<file path="src/rtl/sm_pkg.sv">
package sm_pkg;
  typedef enum logic {
    SM_OP_ADD = 1'b0,
    SM_OP_SUB = 1'b1
  } sm_op_e;

  typedef enum logic {
    SM_PATH_SUM  = 1'b0,
    SM_PATH_DIFF = 1'b1
  } sm_path_e;
endpackage

</file>
<file path="src/rtl/sm_split.sv">
module sm_split #(
  parameter int W = 8,
  localparam int MW = W - 1
) (
  input  logic [W-1:0]  op_a,
  input  logic [W-1:0]  op_b,
  input  logic          op_sub,
  output logic          sgn_a,
  output logic          sgn_b_eff,
  output logic [MW-1:0] mag_a,
  output logic [MW-1:0] mag_b,
  output sm_pkg::sm_path_e path
);
  import sm_pkg::*;

  sm_op_e op;

  always_comb begin
    op        = sm_op_e'(op_sub);
    sgn_a     = op_a[W-1];
    mag_a     = op_a[MW-1:0];
    mag_b     = op_b[MW-1:0];
    sgn_b_eff = (op == SM_OP_SUB) ? ~op_b[W-1] : op_b[W-1];
    path      = (sgn_a == sgn_b_eff) ? SM_PATH_SUM : SM_PATH_DIFF;
  end

  // subtract mode flips the second sign relative to its input bit
  always_comb begin
    if (op_sub) p_sub_flip_r4: assert (sgn_b_eff != op_b[W-1]);
    else        p_add_keep_r4: assert (sgn_b_eff == op_b[W-1]);
  end
endmodule

</file>
<file path="src/rtl/sm_ripple.sv">
module sm_ripple #(
  parameter int MW = 7
) (
  input  logic [MW-1:0] a,
  input  logic [MW-1:0] b,
  input  logic          diff_mode,
  output logic [MW-1:0] raw,
  output logic          cout
);
  logic [MW:0]   c;
  logic [MW-1:0] bx;

  assign c[0] = diff_mode;

  for (genvar i = 0; i < MW; i++) begin : g_fa
    logic p;
    assign bx[i]   = b[i] ^ diff_mode;
    assign p       = a[i] ^ bx[i];
    assign raw[i]  = p ^ c[i];
    assign c[i+1]  = (a[i] & bx[i]) | (p & c[i]);
  end

  assign cout = c[MW];

  // sum path matches arithmetic sum including carry
  // difference path without borrow matches arithmetic difference
  always_comb begin
    if (!diff_mode)
      p_sum_exact_r2: assert ({cout, raw} == ({1'b0, a} + {1'b0, b}));
    else if (cout)
      p_diff_exact_r5: assert (raw == a - b);
  end
endmodule

</file>
<file path="src/rtl/sm_fixup.sv">
module sm_fixup #(
  parameter int MW = 7
) (
  input  logic [MW-1:0]     raw,
  input  logic              cout,
  input  sm_pkg::sm_path_e  path,
  input  logic              sgn_a,
  input  logic              sgn_b_eff,
  output logic [MW-1:0]     mag_o,
  output logic              sgn_o,
  output logic              ovf_o
);
  import sm_pkg::*;

  logic          borrow;
  logic [MW-1:0] inv;
  logic [MW-1:0] neg;
  logic [MW:0]   ic;
  logic          sgn_pre;

  assign inv   = ~raw;
  assign ic[0] = 1'b1;

  for (genvar i = 0; i < MW; i++) begin : g_inc
    assign neg[i]  = inv[i] ^ ic[i];
    assign ic[i+1] = inv[i] & ic[i];
  end

  always_comb begin
    borrow  = (path == SM_PATH_DIFF) && !cout;
    mag_o   = borrow ? neg : raw;
    sgn_pre = borrow ? sgn_b_eff : sgn_a;
    sgn_o   = (mag_o == '0) ? 1'b0 : sgn_pre;
    ovf_o   = (path == SM_PATH_SUM) && cout;
  end

  // no negative zero; R6: a fix-up never yields zero magnitude
  always_comb begin
    p_no_neg_zero_r7: assert (!(mag_o == '0 && sgn_o));
    if (borrow) p_fix_nonzero_r6: assert (mag_o != '0);
  end
endmodule

</file>
<file path="src/rtl/sm_addsub.sv">
module sm_addsub #(
  parameter int W = 8
) (
  input  logic [W-1:0] op_a,
  input  logic [W-1:0] op_b,
  input  logic         op_sub,
  output logic [W-1:0] res,
  output logic         ovf
);
  import sm_pkg::*;

  localparam int MW = W - 1;

  logic          sgn_a;
  logic          sgn_b_eff;
  logic [MW-1:0] mag_a;
  logic [MW-1:0] mag_b;
  sm_path_e      path;
  logic [MW-1:0] raw;
  logic          cout;
  logic [MW-1:0] mag_r;
  logic          sgn_r;

  sm_split #(.W(W)) u_split (
    .op_a      (op_a),
    .op_b      (op_b),
    .op_sub    (op_sub),
    .sgn_a     (sgn_a),
    .sgn_b_eff (sgn_b_eff),
    .mag_a     (mag_a),
    .mag_b     (mag_b),
    .path      (path)
  );

  sm_ripple #(.MW(MW)) u_ripple (
    .a         (mag_a),
    .b         (mag_b),
    .diff_mode (path == SM_PATH_DIFF),
    .raw       (raw),
    .cout      (cout)
  );

  sm_fixup #(.MW(MW)) u_fixup (
    .raw       (raw),
    .cout      (cout),
    .path      (path),
    .sgn_a     (sgn_a),
    .sgn_b_eff (sgn_b_eff),
    .mag_o     (mag_r),
    .sgn_o     (sgn_r),
    .ovf_o     (ovf)
  );

  assign res = {sgn_r, mag_r};

  // differing signs never flag overflow
  // smaller first magnitude gives mag(b)-mag(a)
  always_comb begin
    if (op_a[W-1] != (op_b[W-1] ^ op_sub)) begin
      p_no_overflow_r8: assert (!ovf);
      if (op_a[MW-1:0] < op_b[MW-1:0])
        p_fix_mag_r6: assert (res[MW-1:0] == op_b[MW-1:0] - op_a[MW-1:0]);
    end
  end
endmodule

</file>
<file path="config.mk">
export PLATFORM = sky130hd
export DESIGN_NAME = sm_addsub
export DESIGN_NICKNAME = d
export VERILOG_FILES = /design/src/rtl/sm_pkg.sv /design/src/rtl/sm_split.sv /design/src/rtl/sm_ripple.sv /design/src/rtl/sm_fixup.sv /design/src/rtl/sm_addsub.sv
export SDC_FILE = /design/constraint.sdc
export NUM_CORES = 1
export LEC_CHECK = 0
export BUFFER_PORTS_ARGS = -buffer_cell sky130_fd_sc_hd__buf_4
export CAP_MARGIN = 20
export CORE_UTILIZATION = 53
export DETAILED_ROUTE_END_ITERATION = 8
export PLACE_DENSITY = 0.92
export REMOVE_ABC_BUFFERS = 1
export SLEW_MARGIN = 20
export SYNTH_ARGS = -nofsm -noshare
export SYNTH_HDL_FRONTEND = slang
export SYNTH_HIERARCHICAL = 1
export SYNTH_SLANG_ARGS = --single-unit
</file>
<file path="constraint.sdc">
create_clock -name vclk -period 5.25
set_input_delay 0.525 -clock vclk [all_inputs]
set_output_delay 0.525 -clock vclk [all_outputs]
set_load 0.01 [all_outputs]
</file>
Word-level counts from Yosys, hierarchy flattened --
Index checks and enable logic that the tools add are counted.
Word-level totals: memory bits (writable) 0, bits in read-only memories 0, output and inout port bits 9, memories 0, flip-flop bits (word level) 0, latch bits 0
Cells by class: divide/modulo/power cells 0, shifts and indexed selects 0, mux-type cells 5, equality and inequality tests 1, multipliers 0, reduce and logical (&&, ||, !) cells 4, bitwise logic cells 56, order comparisons 0, add/sub/neg operators 0
Operator list (count):
- $xor 1x1->1 | 27
- $and 1x1->1 | 19
- $logic_not 7->1 | 1
- $mux 7 | 1
- $not 7->7 | 1
- $or 1x1->1 | 7
- $mux 1 | 4
- $logic_and 1x1->1 | 2
- $not 1->1 | 2
- $eq 1x1->1 | 1
- $logic_not 1->1 | 1

Depth between registers and ports, before layout --
word-level depth 29, gate-level depth with buffers 16, depth with buffers taken out 13

Cells and area by module --
Netlist, hierarchy kept.
Modules (own cells, without submodules):
- sm_fixup | times used 1, cells each 30, area each 286.5 µm²
- sm_ripple | times used 1, cells each 26, area each 251.5 µm²
- sm_split | times used 1, cells each 17, area each 145.1 µm²
- sm_addsub | times used 1, cells each 1, area each 7.5 µm²

Worst setup path before layout --
Ideal clock, no wire load.
kind input to output, from input op_sub, to output res[7], path buffers 2, stages 13, path slack 0.463 ns, data arrival time 4.262 ns, cell sequence xor3_1 buf_6 xnor2_1 fa_1 fa_1 fa_1 fa_1 fa_1 inv_1 fa_1 xor2_2 o221a_1 buf_4
On the way: elaborated cells between the ends (all ways) 64, classes of those cells eq/ne (1); mux (5); bitwise (55); reduce/logical (3)
RTL lines:
- start, declared | RTL line sm_addsub.sv:6 | input logic op_sub,
- $mux 1 * | RTL line sm_split.sv:23 | sgn_b_eff = (op == SM_OP_SUB) ? ~op_b[W-1] : op_b[W-1];
- $eq 1x1->1 * | RTL line sm_split.sv:24 | path = (sgn_a == sgn_b_eff) ? SM_PATH_SUM : SM_PATH_DIFF;
- $mux 1 * | RTL line sm_split.sv:24
- $xor 1x1->1 | RTL line sm_ripple.sv:17 | assign bx[i] = b[i] ^ diff_mode;
- $xor 1x1->1 | RTL line sm_ripple.sv:18 | assign p = a[i] ^ bx[i];
- $and 1x1->1 | RTL line sm_ripple.sv:20 | assign c[i+1] = (a[i] & bx[i]) | (p & c[i]);
- $or 1x1->1 | RTL line sm_ripple.sv:20
- $and 1x1->1 | RTL line sm_ripple.sv:20
- [9 not listed]
- $xor 1x1->1 * | RTL line sm_ripple.sv:19 | assign raw[i] = p ^ c[i];
- via raw[6] | RTL line sm_addsub.sv:19 | logic [MW-1:0] raw;
- $not 7->7 | RTL line sm_fixup.sv:21 | assign inv = ~raw;
- $xor 1x1->1 | RTL line sm_fixup.sv:25 | assign neg[i] = inv[i] ^ ic[i];
- $mux 7 * | RTL line sm_fixup.sv:31 | mag_o = borrow ? neg : raw;
- via res[6] | RTL line sm_addsub.sv:7 | output logic [W-1:0] res,
- $logic_not 7->1 * | RTL line sm_fixup.sv:33 | sgn_o = (mag_o == '0) ? 1'b0 : sgn_pre;
- $mux 1 * | RTL line sm_fixup.sv:33
- end, declared | RTL line sm_addsub.sv:7
Mark *: on every way through the listed nets, which the timed path passes. The rest lies on a longest branch.

Worst setup path after layout --
from input op_sub, to output res[7]
On the way: elaborated cells between the ends (all ways) 64, classes of those cells eq/ne (1); mux (5); bitwise (55); reduce/logical (3)
RTL lines:
- $mux 1 * | RTL line sm_split.sv:23
- $eq 1x1->1 * | RTL line sm_split.sv:24
- $mux 1 * | RTL line sm_split.sv:24
- via path | RTL line sm_addsub.sv:18 | sm_path_e path;
- $xor 1x1->1 | RTL line sm_ripple.sv:17
- $xor 1x1->1 | RTL line sm_ripple.sv:18
- $and 1x1->1 | RTL line sm_ripple.sv:20
- $or 1x1->1 | RTL line sm_ripple.sv:20
- [8 not listed]
- $xor 1x1->1 * | RTL line sm_ripple.sv:19
- via raw[5] | RTL line sm_addsub.sv:19
- $not 7->7 | RTL line sm_fixup.sv:21
- $and 1x1->1 | RTL line sm_fixup.sv:26 | assign ic[i+1] = inv[i] & ic[i];
- $xor 1x1->1 | RTL line sm_fixup.sv:25
- $mux 7 * | RTL line sm_fixup.sv:31
- $logic_not 7->1 * | RTL line sm_fixup.sv:33
- $mux 1 * | RTL line sm_fixup.sv:33
Marks and branches as above.

==> run_summary.xml <==
<?xml version="1.0" encoding="UTF-8"?>
<metrics>
  <group name="placed_design">
    <metric name="port-buffer-count" unit="">26</metric>
    <metric name="cell_count_after_placement" unit="">97</metric>
    <metric name="final_hpwl_from_detailed_placement" unit="µm">916</metric>
    <metric name="preCtsSetupSlack" unit="ns">0.311</metric>
    <metric name="gp_routability_congestion" unit="">0.752</metric>
  </group>
  <group name="drt">
    <metric name="antenna_left" unit="">0</metric>
    <metric name="post-route-drc-count" unit="">0</metric>
    <metric name="drc_violation_total_after_the_first_tritonroute_iteration" unit="">1</metric>
    <metric name="drtPass1Iterations" unit="">2</metric>
    <metric name="route.final.wire_length" unit="µm">977</metric>
    <metric name="post_drt_via_cell_ratio" unit="">4.49</metric>
    <metric name="vias" unit="">436</metric>
    <metric name="routedWlPerCell" unit="µm">10.1</metric>
  </group>
  <group name="finish">
    <metric name="drive_above_1_share" unit="%">47.0</metric>
    <metric name="num-clock-buffers" unit="">0</metric>
    <metric name="final_instance_count_excl_fillers" unit="">97</metric>
    <metric name="finalNetCount" unit="">114</metric>
    <metric name="layout_overhead_on_the_synthesized_area" unit="%">11.2</metric>
    <metric name="ff_latch_area" unit="µm²">0</metric>
    <metric name="seq_cell_count" unit="">0</metric>
    <metric name="antenna_cells_inserted" unit="">0</metric>
    <metric name="fin_util" unit="%">66.5</metric>
  </group>
  <group name="yosys">
    <metric name="postSynthAreaPerCell" unit="µm²">9.33</metric>
    <metric name="netlist.area_leader.share" unit="%">18.5</metric>
    <metric name="synthesis.yosys.warnings" unit="">6</metric>
    <metric name="yosysSeqAreaShare" unit="%">0</metric>
    <metric name="cell_taking_the_most_area_after_synthesis" unit="">sky130_fd_sc_hd__buf_4</metric>
    <metric name="synth_cells" unit="">74</metric>
    <metric name="netlist-cell-type-count" unit="">20</metric>
    <metric name="synth.area.top_cells" unit="">sky130_fd_sc_hd__buf_4, sky130_fd_sc_hd__fa_1, sky130_fd_sc_hd__ha_1</metric>
    <metric name="syn_area" unit="µm²">691</metric>
  </group>
  <group name="outcome">
    <metric name="status" unit="">finished, final reports clean</metric>
  </group>
  <group name="worst_setup_path">
    <metric name="critPathLaunch" unit="">op_sub</metric>
    <metric name="cp.arrival" unit="ns">4.38</metric>
    <metric name="path_delay_family" unit="">adder cells</metric>
    <metric name="crit_start_category" unit="">input port</metric>
    <metric name="crit_path_top_delay_cell" unit="">sky130_fd_sc_hd__xor3_1</metric>
    <metric name="critPathMaxStageDelay" unit="ns">0.48</metric>
    <metric name="most_frequent_cell_on_the_critical_path" unit="">sky130_fd_sc_hd__fa_1</metric>
    <metric name="critical_path.cell_chain" unit="">buf_4 &gt; xor3_1 &gt; xnor2_1 &gt; fa_1 &gt; fa_1 &gt; fa_1 &gt; fa_1 &gt; fa_1 &gt; inv_1 &gt; inv_1 &gt; ha_1 &gt; nor3_1 &gt; a21boi_1 &gt; o221a_1 &gt; buf_4</metric>
    <metric name="crit_buf_inv" unit="">4</metric>
    <metric name="worstPathMaxFanout" unit="">4</metric>
    <metric name="critical_path_class" unit="">in -&gt; out</metric>
    <metric name="critPathCaptureType" unit="">primary output</metric>
    <metric name="cp.required" unit="ns">4.72</metric>
  </group>
  <group name="power">
    <metric name="share_comb_of_total_power" unit="%">100.0</metric>
    <metric name="power_density" unit="mW/mm²">316</metric>
    <metric name="power.share.clock" unit="%">0</metric>
    <metric name="seqPwrFrac" unit="%">0</metric>
    <metric name="net-switching-power" unit="mW">0.116</metric>
    <metric name="power.ir.vdd_worst" unit="mV">0.193</metric>
    <metric name="power.internal" unit="mW">0.126</metric>
    <metric name="power.static_leakage" unit="nW">0.425</metric>
    <metric name="netSwitchingFraction" unit="%">47.9</metric>
  </group>
  <group name="min_path">
    <metric name="hold_depth" unit="">3</metric>
    <metric name="hp-class" unit="">in -&gt; out</metric>
    <metric name="hp-start" unit="">op_a[0]</metric>
    <metric name="worst_hold_path.endpoint" unit="">res[0]</metric>
  </group>
  <group name="global_route">
    <metric name="grt_first_pass_wirelength" unit="mm">1.57</metric>
    <metric name="via_count_of_the_first_global_routing_pass" unit="">420</metric>
    <metric name="gr-usage-all-layers" unit="%">14.6</metric>
    <metric name="grt_start_max_net_pins" unit="">11</metric>
    <metric name="grt_overflow" unit="">0</metric>
    <metric name="antenna_found_initial" unit="">0</metric>
  </group>
  <group name="cts">
    <metric name="post_cts_buffers" unit="">0</metric>
    <metric name="cts-resized-gates" unit="">0</metric>
    <metric name="cts.hold.buffers_added" unit="">0</metric>
  </group>
  <group name="die">
    <metric name="total_die_area" unit="mm²">0.00145</metric>
    <metric name="dieWidth" unit="µm">38.1</metric>
    <metric name="chipHeight" unit="µm">38.1</metric>
    <metric name="num_rows" unit="">12</metric>
    <metric name="placeableCoreArea" unit="mm²">0.00116</metric>
    <metric name="ios" unit="">26</metric>
    <metric name="initial_core_util" unit="%">59.7</metric>
  </group>
  <group name="sta">
    <metric name="number_of_endpoints_with_negative_hold_slack_in_the_final_report" unit="">0</metric>
    <metric name="timing.final.max_slew_violations" unit="">0</metric>
    <metric name="timing_worst_slew_pin_value" unit="ns">0.212</metric>
    <metric name="max_clock_freq" unit="MHz">204</metric>
    <metric name="final.setup.worst_slack" unit="ns">0.343</metric>
    <metric name="whs" unit="ns">1.35</metric>
    <metric name="timing.slew.headroom" unit="%">85.8</metric>
    <metric name="rsz0062_at_grt" unit="">no</metric>
    <metric name="post-route-period-util" unit="%">93.5</metric>
    <metric name="final.setup.tns" unit="ns">0</metric>
    <metric name="setup-violations-final" unit="">0</metric>
    <metric name="period_minus_slack" unit="ns">4.91</metric>
  </group>
  <group name="run">
    <metric name="cap_viol_max_count" unit="">0</metric>
  </group>
</metrics>
==> worst min-delay path: cells and delay by family <==
kind                      cells  cell delay [ns]
xor gates and xnor gates      1             0.07
buffers and inverters         2             0.23
==> metrics by stage <==
stage | total power [mW] | area (µm²)
final | 0.243 | 768
after global routing | 0.269 | 768
after CTS | 0.247 | 768
after detailed placement | 0.245 | 768
after global placement | 0.234 | 768
after floorplan | 0.154 | 541
==> routing by layer <==
layer | share of wire (%) | wire length, µm | vias to the layer above | global-route usage [%]
met1 | 39 | 381 | 199 | 16.1
met5 | 0 | 0 | - | 0
li1 | - | - | 225 | -
met4 | 0 | 0 | 0 | 0
met2 | 57 | 561 | 12 | 31.8
met3 | 3.5 | 34 | 0 | 0
==> area by class of cell <==
type / count / area [µm²]
Tap cell: 14 / 17.5
Multi-Input combinational cell: 38 / 477
Fill cell: 101 / 388
Inverter: 17 / 63.8
Timing Repair Buffer: 28 / 210
==> worst max path at each step <==
stage / end / slack (ns) / cells past startpoint
detailed placement: res[7] / 0.31 / 15
global route: res[7] / 0.16 / 15
floorplan: res[7] / 0.45 / 13
CTS: res[7] / 0.29 / 15
finish: res[7] / 0.34 / 15
global placement: res[7] / 0.38 / 15
==> synthesized netlist by cell type <==
cell and number:
sky130_fd_sc_hd__nand4_1 1, sky130_fd_sc_hd__nor3b_2 1, sky130_fd_sc_hd__xor2_2 2, sky130_fd_sc_hd__and2b_2 1, sky130_fd_sc_hd__nor2_8 1, sky130_fd_sc_hd__nor3_1 2, sky130_fd_sc_hd__ha_1 6, sky130_fd_sc_hd__nand2b_4 1
sky130_fd_sc_hd__inv_1 17, sky130_fd_sc_hd__or2b_1 1, sky130_fd_sc_hd__a21boi_1 1, sky130_fd_sc_hd__xor2_1 2, sky130_fd_sc_hd__xnor2_1 5, sky130_fd_sc_hd__fa_1 6, sky130_fd_sc_hd__buf_6 2, sky130_fd_sc_hd__mux2_2 5
sky130_fd_sc_hd__mux2i_1 1, sky130_fd_sc_hd__xor3_1 1, sky130_fd_sc_hd__buf_4 17, sky130_fd_sc_hd__o221a_1 1
==> power groups by stage <==
stage          Clock [mW]  Combinational [mW]  Sequential (mW)
2_1_floorplan           0               0.154                0
6_report                0               0.243                0
4_1_cts                 0               0.247                0
5_1_grt                 0               0.269                0
3_3_place_gp            0               0.234                0
3_5_place_dp            0               0.245                0
==> cell families after synthesis <==
family,count (synthesis),share of synthesized area [%]
multiplexers,6,9.60
buffers and inverters,36,31.0
AND/OR/NAND/NOR,8,11.4
adder cells (fa/ha/maj),12,28.3
AO/OA/AOI/OAI,2,2.72
XOR/XNOR,10,17.0
==> placed cells by master, fill, tap and decap left out <==
master / count
sky130_fd_sc_hd__fa_1: 6
sky130_fd_sc_hd__xor2_1: 2
sky130_fd_sc_hd__xor2_2: 2
sky130_fd_sc_hd__xor3_1: 1
sky130_fd_sc_hd__xnor2_1: 5
sky130_fd_sc_hd__o221a_1: 1
sky130_fd_sc_hd__nor3_1: 2
sky130_fd_sc_hd__nand4_1: 1
sky130_fd_sc_hd__a21boi_1: 1
sky130_fd_sc_hd__or2b_1: 1
sky130_fd_sc_hd__ha_1: 6
sky130_fd_sc_hd__and2b_2: 1
sky130_fd_sc_hd__nand2b_4: 1
sky130_fd_sc_hd__mux2_2: 5
sky130_fd_sc_hd__mux2i_1: 1
sky130_fd_sc_hd__inv_1: 17
sky130_fd_sc_hd__buf_4: 28
sky130_fd_sc_hd__nor3b_2: 1
sky130_fd_sc_hd__nor2_8: 1
Note: power is estimated with default switching activity, not from simulation.
